<file path="src/rtl/dbb_pkg.sv">
`timescale 1ns/1ps
package dbb_pkg;

    typedef enum logic [2:0] {
        CMD_NOP   = 3'd0,
        CMD_MODE  = 3'd1,
        CMD_OPEN  = 3'd2,
        CMD_READ  = 3'd3,
        CMD_WRITE = 3'd4,
        CMD_CLOSE = 3'd5
    } cmd_e;

    localparam int LAT_W   = 5;
    localparam int MIN_LAT = 2;
    localparam int MAX_LAT = 16;

    // mode value layout on the write data bus
    localparam int CL_LSB = 0;
    localparam int WL_LSB = 5;
    localparam int BL_LSB = 10;
    localparam int MODE_W = 12;

    function automatic logic [LAT_W-1:0] clamp_lat(input logic [LAT_W-1:0] raw);
        if (raw < LAT_W'(MIN_LAT)) return LAT_W'(MIN_LAT);
        if (raw > LAT_W'(MAX_LAT)) return LAT_W'(MAX_LAT);
        return raw;
    endfunction

endpackage

</file>
<file path="src/rtl/dbb_mode_reg.sv">
`timescale 1ns/1ps
module dbb_mode_reg
    import dbb_pkg::*;
(
    input  logic              clk_i,
    input  logic              rst_ni,
    input  logic              load_i,
    input  logic [MODE_W-1:0] value_i,
    output logic [LAT_W-1:0]  cl_o,
    output logic [LAT_W-1:0]  wl_o,
    output logic [1:0]        bl_code_o,
    output logic              ready_o
);

    typedef struct packed {
        logic             ready;
        logic [LAT_W-1:0] cl;
        logic [LAT_W-1:0] wl;
        logic [1:0]       bl;
    } mode_t;

    mode_t mode_d, mode_q;

    always_comb begin
        mode_d = mode_q;
        if (load_i && !mode_q.ready) begin
            mode_d.ready = 1'b1;
            mode_d.cl    = clamp_lat(value_i[CL_LSB +: LAT_W]);
            mode_d.wl    = clamp_lat(value_i[WL_LSB +: LAT_W]);
            mode_d.bl    = value_i[BL_LSB +: 2];
        end
    end

    always_ff @(posedge clk_i) begin
        if (!rst_ni) begin
            mode_q.ready <= 1'b0;
            mode_q.cl    <= LAT_W'(MIN_LAT);
            mode_q.wl    <= LAT_W'(MIN_LAT);
            mode_q.bl    <= 2'd0;
        end else begin
            mode_q <= mode_d;
        end
    end

    assign cl_o      = mode_q.cl;
    assign wl_o      = mode_q.wl;
    assign bl_code_o = mode_q.bl;
    assign ready_o   = mode_q.ready;

    assert_cl_legal_R3: assert property (@(posedge clk_i) disable iff (!rst_ni)
        mode_q.ready |-> (mode_q.cl >= LAT_W'(MIN_LAT) && mode_q.cl <= LAT_W'(MAX_LAT)
                          && mode_q.wl >= LAT_W'(MIN_LAT) && mode_q.wl <= LAT_W'(MAX_LAT)));

    assert_mode_frozen_R2: assert property (@(posedge clk_i) disable iff (!rst_ni)
        mode_q.ready |=> ($stable(mode_q.cl) && $stable(mode_q.wl) && $stable(mode_q.bl)));

endmodule

</file>
<file path="src/rtl/dbb_burst_gen.sv">
`timescale 1ns/1ps
module dbb_burst_gen #(
    parameter int COL_W = 4
) (
    input  logic             clk_i,
    input  logic             rst_ni,
    input  logic             start_i,
    input  logic             start_wr_i,
    input  logic [COL_W-1:0] start_col_i,
    input  logic             kill_i,
    input  logic [1:0]       bl_code_i,
    output logic             issue_o,
    output logic             issue_wr_o,
    output logic [COL_W-1:0] issue_col_o
);

    localparam int IDX_W = 3;

    typedef struct packed {
        logic             active;
        logic             wr;
        logic [COL_W-1:0] base;
        logic [IDX_W-1:0] idx;
    } burst_t;

    burst_t bst_d, bst_q;

    logic [3:0]       len_m1;
    logic [COL_W-1:0] blk_mask;
    logic             last_word;

    assign len_m1    = (4'd1 << bl_code_i) - 4'd1;
    assign blk_mask  = COL_W'(len_m1);
    assign last_word = (bst_q.idx == len_m1[IDX_W-1:0]);

    always_comb begin
        bst_d = bst_q;
        if (kill_i) begin
            bst_d.active = 1'b0;
        end else if (start_i) begin
            bst_d.active = 1'b1;
            bst_d.wr     = start_wr_i;
            bst_d.base   = start_col_i;
            bst_d.idx    = '0;
        end else if (bst_q.active) begin
            if (last_word) bst_d.active = 1'b0;
            else           bst_d.idx    = bst_q.idx + IDX_W'(1);
        end
    end

    always_ff @(posedge clk_i) begin
        if (!rst_ni) bst_q <= '0;
        else         bst_q <= bst_d;
    end

    assign issue_o     = bst_q.active;
    assign issue_wr_o  = bst_q.wr;
    assign issue_col_o = (bst_q.base & ~blk_mask)
                       | ((bst_q.base + COL_W'(bst_q.idx)) & blk_mask);

    assert_idx_in_burst_R5: assert property (@(posedge clk_i) disable iff (!rst_ni)
        bst_q.active |-> ({1'b0, bst_q.idx} <= len_m1));

endmodule

</file>
<file path="src/rtl/dbb_lat_line.sv">
`timescale 1ns/1ps
module dbb_lat_line #(
    parameter int DEPTH = 15,
    parameter int PW    = 16,
    parameter int TAP_W = 4
) (
    input  logic             clk_i,
    input  logic             rst_ni,
    input  logic             in_valid_i,
    input  logic [PW-1:0]    in_payload_i,
    input  logic [TAP_W-1:0] tap_i,
    output logic             out_valid_o,
    output logic [PW-1:0]    out_payload_o
);

    typedef struct packed {
        logic [DEPTH-1:0]         v;
        logic [DEPTH-1:0][PW-1:0] p;
    } line_t;

    line_t line_d, line_q;

    always_comb begin
        line_d.v = {1'b0, line_q.v[DEPTH-1:1]};
        line_d.p = {{PW{1'b0}}, line_q.p[DEPTH-1:1]};
        if (in_valid_i) begin
            line_d.v[tap_i] = 1'b1;
            line_d.p[tap_i] = in_payload_i;
        end
    end

    always_ff @(posedge clk_i) begin
        if (!rst_ni) line_q <= '0;
        else         line_q <= line_d;
    end

    assign out_valid_o   = line_q.v[0];
    assign out_payload_o = line_q.p[0];

    logic above_busy;
    assign above_busy = (tap_i < TAP_W'(DEPTH - 1)) ? line_q.v[TAP_W'(tap_i + TAP_W'(1))] : 1'b0;

    assert_no_collide_R4: assert property (@(posedge clk_i) disable iff (!rst_ni)
        in_valid_i |-> !above_busy);

endmodule

</file>
<file path="src/rtl/dram_bank_burst.sv">
`timescale 1ns/1ps
module dram_bank_burst
    import dbb_pkg::*;
#(
    parameter int ROW_W  = 3,
    parameter int COL_W  = 4,
    parameter int DATA_W = 16
) (
    input  logic              clk_i,
    input  logic              rst_ni,
    input  logic [2:0]        cmd_i,
    input  logic [ROW_W-1:0]  row_i,
    input  logic [COL_W-1:0]  col_i,
    input  logic [DATA_W-1:0] wdata_i,
    output logic [DATA_W-1:0] rdata_o,
    output logic              rvalid_o,
    output logic              err_o,
    output logic              ready_o
);

    localparam int NUM_ROWS   = 1 << ROW_W;
    localparam int NUM_COLS   = 1 << COL_W;
    localparam int NUM_WORDS  = NUM_ROWS * NUM_COLS;
    localparam int LINE_DEPTH = MAX_LAT - 1;
    localparam int TAP_W      = $clog2(LINE_DEPTH);

    typedef struct packed {
        logic             row_open;
        logic [ROW_W-1:0] open_row;
        logic             err;
    } ctl_t;

    ctl_t ctl_d, ctl_q;
    logic [DATA_W-1:0] mem_d  [NUM_WORDS];
    logic [DATA_W-1:0] mem_q  [NUM_WORDS];
    logic [DATA_W-1:0] rbuf_d [NUM_COLS];
    logic [DATA_W-1:0] rbuf_q [NUM_COLS];

    logic             ready;
    logic [LAT_W-1:0] cl, wl;
    logic [1:0]       bl_code;

    dbb_mode_reg u_mode (
        .clk_i     (clk_i),
        .rst_ni    (rst_ni),
        .load_i    (cmd_i == CMD_MODE),
        .value_i   (wdata_i[MODE_W-1:0]),
        .cl_o      (cl),
        .wl_o      (wl),
        .bl_code_o (bl_code),
        .ready_o   (ready)
    );

    logic is_col, col_ok, close_ok;
    assign is_col   = (cmd_i == CMD_READ) || (cmd_i == CMD_WRITE);
    assign col_ok   = ready && is_col && ctl_q.row_open;
    assign close_ok = ready && (cmd_i == CMD_CLOSE) && ctl_q.row_open;

    logic             issue, issue_wr;
    logic [COL_W-1:0] issue_col;

    dbb_burst_gen #(.COL_W(COL_W)) u_burst (
        .clk_i       (clk_i),
        .rst_ni      (rst_ni),
        .start_i     (col_ok),
        .start_wr_i  (cmd_i == CMD_WRITE),
        .start_col_i (col_i),
        .kill_i      (close_ok),
        .bl_code_i   (bl_code),
        .issue_o     (issue),
        .issue_wr_o  (issue_wr),
        .issue_col_o (issue_col)
    );

    logic [TAP_W-1:0] rd_tap, wr_tap;
    assign rd_tap = TAP_W'(cl - LAT_W'(MIN_LAT));
    assign wr_tap = TAP_W'(wl - LAT_W'(MIN_LAT));

    dbb_lat_line #(.DEPTH(LINE_DEPTH), .PW(DATA_W), .TAP_W(TAP_W)) u_rd_line (
        .clk_i         (clk_i),
        .rst_ni        (rst_ni),
        .in_valid_i    (issue && !issue_wr),
        .in_payload_i  (rbuf_q[issue_col]),
        .tap_i         (rd_tap),
        .out_valid_o   (rvalid_o),
        .out_payload_o (rdata_o)
    );

    logic             wr_due;
    logic [COL_W-1:0] wr_col;

    dbb_lat_line #(.DEPTH(LINE_DEPTH), .PW(COL_W), .TAP_W(TAP_W)) u_wr_line (
        .clk_i         (clk_i),
        .rst_ni        (rst_ni),
        .in_valid_i    (issue && issue_wr),
        .in_payload_i  (issue_col),
        .tap_i         (wr_tap),
        .out_valid_o   (wr_due),
        .out_payload_o (wr_col)
    );

    always_comb begin
        ctl_d     = ctl_q;
        mem_d     = mem_q;
        rbuf_d    = rbuf_q;
        ctl_d.err = ready && is_col && !ctl_q.row_open;

        // delayed write capture into the open row
        if (wr_due && ctl_q.row_open) rbuf_d[wr_col] = wdata_i;

        if (ready && cmd_i == CMD_OPEN && !ctl_q.row_open) begin
            ctl_d.row_open = 1'b1;
            ctl_d.open_row = row_i;
            for (int c = 0; c < NUM_COLS; c++)
                rbuf_d[c] = mem_q[{row_i, COL_W'(c)}];
        end

        if (close_ok) begin
            ctl_d.row_open = 1'b0;
            for (int c = 0; c < NUM_COLS; c++)
                mem_d[{ctl_q.open_row, COL_W'(c)}] = rbuf_d[c];
        end
    end

    always_ff @(posedge clk_i) begin
        if (!rst_ni) begin
            ctl_q <= '0;
            for (int i = 0; i < NUM_WORDS; i++) mem_q[i] <= '0;
            for (int c = 0; c < NUM_COLS; c++)  rbuf_q[c] <= '0;
        end else begin
            ctl_q  <= ctl_d;
            mem_q  <= mem_d;
            rbuf_q <= rbuf_d;
        end
    end

    assign err_o   = ctl_q.err;
    assign ready_o = ready;

    assert_quiet_before_init_R2: assert property (@(posedge clk_i) disable iff (!rst_ni)
        !ready_o |-> (!rvalid_o && !err_o));

    assert_err_cause_R9: assert property (@(posedge clk_i) disable iff (!rst_ni)
        err_o |-> $past(cmd_i == CMD_READ || cmd_i == CMD_WRITE));

endmodule

</file>
<file path="config.mk">
export PLATFORM = sky130hd
export DESIGN_NAME = dram_bank_burst
export DESIGN_NICKNAME = d
export VERILOG_FILES = /design/src/rtl/dbb_pkg.sv /design/src/rtl/dbb_mode_reg.sv /design/src/rtl/dbb_burst_gen.sv /design/src/rtl/dbb_lat_line.sv /design/src/rtl/dram_bank_burst.sv
export SDC_FILE = /design/constraint.sdc
export NUM_CORES = 2
export LEC_CHECK = 0
export BUFFER_PORTS_ARGS = -buffer_cell sky130_fd_sc_hd__clkbuf_2
export CAP_MARGIN = 10
export CORE_ASPECT_RATIO = 1.25
export CORE_MARGIN = 10
export CORE_UTILIZATION = 25
export CTS_CLUSTER_SIZE = 24
export DETAILED_ROUTE_END_ITERATION = 6
export MAX_ROUTING_LAYER = met4
export PLACE_DENSITY = 0.47
export SLEW_MARGIN = 25
export SYNTH_ARGS = -nofsm -noshare
export SYNTH_HDL_FRONTEND = slang
export SYNTH_SLANG_ARGS = --single-unit
</file>
<file path="constraint.sdc">
create_clock -name clk_i -period 3.2 [get_ports clk_i]
set_clock_uncertainty 0.15 [all_clocks]
set_input_delay 0.64 -clock clk_i [delete_from_list [all_inputs] [get_ports clk_i]]
set_output_delay 0.64 -clock clk_i [all_outputs]
set_load 0.005 [all_outputs]
</file>
==> results.ini <==
[synth]
synthFlopType = dfxtp_1
synth_cells = 10160
yosys_warnings = 0
ys_types = 56
synth_edf_count = 0
synth_top_area_share_pct = 52.61
async_reset_ff_share_pct = 0
synth_area_leaders = dfxtp_1, mux4_2, o21ai_0, nand2_1, mux2i_1
yosysTopAreaCell = dfxtp_1
synthesis.area_um2 = 101200
syn_nets = 10190
synth.avg_cell_area_um2 = 9.959
synth_seq_cells = 2659
synth_seq_area_share_pct = 52.61

[sta]
post-route-min-period_ns = 3.225
rsz0062_at_grt = yes
max_freq_ghz = 0.3101
drv_slew = 0
setup_ws_ns = -0.02465
hold_violations = 0
tightest_slew_ns = 0.9568
setup_viol = 25
final.period_utilization_pct = 100.8
relSlewSlack_pct = 36.06
whs_ns = 0.1051
fin_setup_tns_ns = -0.2723

[power_and_ir_drop]
power.leakage_nw = 41.59
max-vdd-ir-drop_mv = 0.4191
powerDensity_nw_per_um2 = 565.2

[worst_setup_path]
rr_startpoint = u_burst.bst_q[0]
required_ns = 3.79
worst_setup_path_end_kind = flip-flop
ff2ff_setup_slack_ns = -0.02
critPathKind = reg -> reg
start_kind = flip-flop
arrival_ns = 3.82
regToRegEndpoint = u_rd_line.line_q[79]
path_max_fanout = 7
r2r_cells = 13

[clocking]
htreeDepth = 5
cts_tree = done
numCtsBuffers = 266
clockBufferDepth = 4
cts_root_buf = clkbuf_16
clock_latency_ns = 0.90
cts.reportedPaths.clkPinSlew_ns = 0.06
cts_sinks = 2659

[route]
avgViaCountPerCell = 4.804
wirelength_mm = 350.6
drtIter0Drc = 4908
drt-wirelength-per-cell_um = 22.31
via_count = 75490
drtPass1Iterations = 5
postRouteAntennaNets = 0
route.detailed.drc = 0

[placement]
gp_congestion = 0.7637
port_buffers = 46
hpwl_mm = 203.5
dp_cells = 15220

[min_path]
holdPathEnd = u_mode.ready_o
hold_depth = 5
hp-class = in -> reg
hold_start = cmd_i[0]

[run_status]
violations = negative setup slack
status = complete, but fails checks

[final_layout]
utilization_pct = 29.63
area_growth_pct = 18.22
layout.nets = 10160
final_cells = 15710
drive_gt1_share_pct = 18.06

[global_route]
antenna_found_initial = 9
grt_pass1_wl_mm = 520.9
grt_max_degree = 111
grt_use_total_pct = 16.12
overflow = 0
grt_pass1_vias = 76350

[die]
die_h_um = 731.3
start_util_pct = 25.07
io-pin-count = 47
coreArea_um2 = 403600
die_area_um2 = 430700
placementRows = 261
die_w_um = 589.0

[job]
cap_violations = 0

sequential cells by signal, indices dropped and copies added (netlist names), 2 cells and up:
register / flops
u_mode.cl_o: 4
u_mode.wl_o: 4
ctl_q: 4
mem_q: 2048
u_rd_line.line_q: 238
u_wr_line.out_payload_o: 4
u_wr_line.line_q: 70
rbuf_q: 256
u_burst.bst_q: 7
u_mode.bl_code_o: 2
u_rd_line.out_payload_o: 16
worst max-delay path: stages (launching register included):
cell and delay, ns:
dfxtp_2 0.33, ha_4 0.15, fa_1 0.49, mux2i_4 0.18
buf_6 0.14, buf_16 0.18, buf_16 0.19, buf_6 0.11
mux4_2 0.36, a22oi_2 0.22, buf_6 0.17, nand2_8 0.08
clkbuf_16 0.17, a22o_1 0.17
cells in the mapped netlist (6+ instances only):
| cell type | count |
|---|---|
| a211oi_1 | 28 |
| nand2_2 | 16 |
| a21oi_1 | 42 |
| buf_1 | 30 |
| o21ai_0 | 2039 |
| dfxtp_1 | 2659 |
| buf_2 | 118 |
| nand2b_1 | 11 |
| mux4_2 | 576 |
| inv_1 | 12 |
| nand3_1 | 11 |
| o21ai_1 | 249 |
| nand2_1 | 2343 |
| o21ai_2 | 28 |
| mux2_2 | 244 |
| clkbuf_1 | 634 |
| mux2_1 | 8 |
| buf_6 | 20 |
| mux2i_1 | 283 |
| a22o_1 | 224 |
| buf_4 | 25 |
| nor3_1 | 9 |
| a22oi_2 | 28 |
| nor2_1 | 459 |
| nand4_1 | 6 |
layout by cell type, fill, tap and decap left out, drive strengths merged, types with 6 or more instances in the layout:
master	synthesis	layout
a22oi	32	32
a22o	224	224
diode	0	7
inv	12	19
nor2	460	460
bufinv	0	10
buf	193	479
mux4	576	576
nand2b	11	11
nand3	11	11
dfxtp	2659	2659
clkbuf	635	442
a211oi	28	28
clkinv	0	36
nand4	6	6
mux2	252	252
nand2	2359	2360
a21oi	42	42
o21ai	2316	2316
nor3	10	10
mux2i	285	285
logic make-up after synthesis:
logic type	synth area share, %
xor gates and xnor gates	0.04329
muxes	18.46
and+or+nand+nor	10.93
buffers and inverters	3.505
AOI/OAI and AO/OA	14.37
adders and majority gates	0.08162
DFF	52.61
per-stage QoR:
stage | area (um^2) | setup slack [ns] | power, mW
2_1_floorplan | 101200 | 0.1107 | 35.31
3_3_place_gp | 110400 | -0.2718 | 36.67
3_5_place_dp | 110400 | -0.3183 | 36.66
4_1_cts | 119300 | -0.01087 | 68.40
5_1_grt | 119600 | -0.06572 | 69.70
6_report | 119600 | -0.02465 | 67.61
power breakdown:
part	total (mW)	switching (mW)	internal, mW
Sequential	33.2	0.0363	33.1
Clock	31.7	13.7	18.0
Combinational	2.74	1.94	0.792
routing by layer:
layer | routed length [um] | GRT usage [%]
met1 | 149800 | 19.34
met2 | 174500 | 28.29
met3 | 13120 | 1.801
met4 | 13100 | 5.135
met5 | 0 | -
timing repair:
action	CTS	global route
setup buffers	14	14
resized for setup	9	23
setup endpoints to repair	143	137
endpoints found under the hold margin	3	0
gates cloned	3	4
hold buffers	3	0
pin swaps	7	53
cell type report:
type	count	area (um^2)
clock inverter	56	665.6
antenna	7	17.52
tap	5391	6745
sequential	2659	53230
multi-input combinational	6661	44750
fill	42320	284000
inverter	12	52.55
clock buffer	396	7938
timing repair buffer	530	6207
worst max-delay path by stage:
stage	start	end	slack, ns
detailed placement	u_burst.bst_q[0]	u_rd_line.line_q[182]	-0.32
finish	u_burst.bst_q[0]	u_rd_line.line_q[79]	-0.02
floorplan	u_burst.bst_q[0]	u_rd_line.line_q[102]	0.11
global placement	u_burst.bst_q[0]	u_rd_line.out_payload_o[6]	-0.27
CTS	u_burst.bst_q[0]	u_rd_line.line_q[147]	-0.01
global route	u_burst.bst_q[0]	u_rd_line.line_q[159]	-0.07
Note: power is estimated with default switching activity, not from simulation.
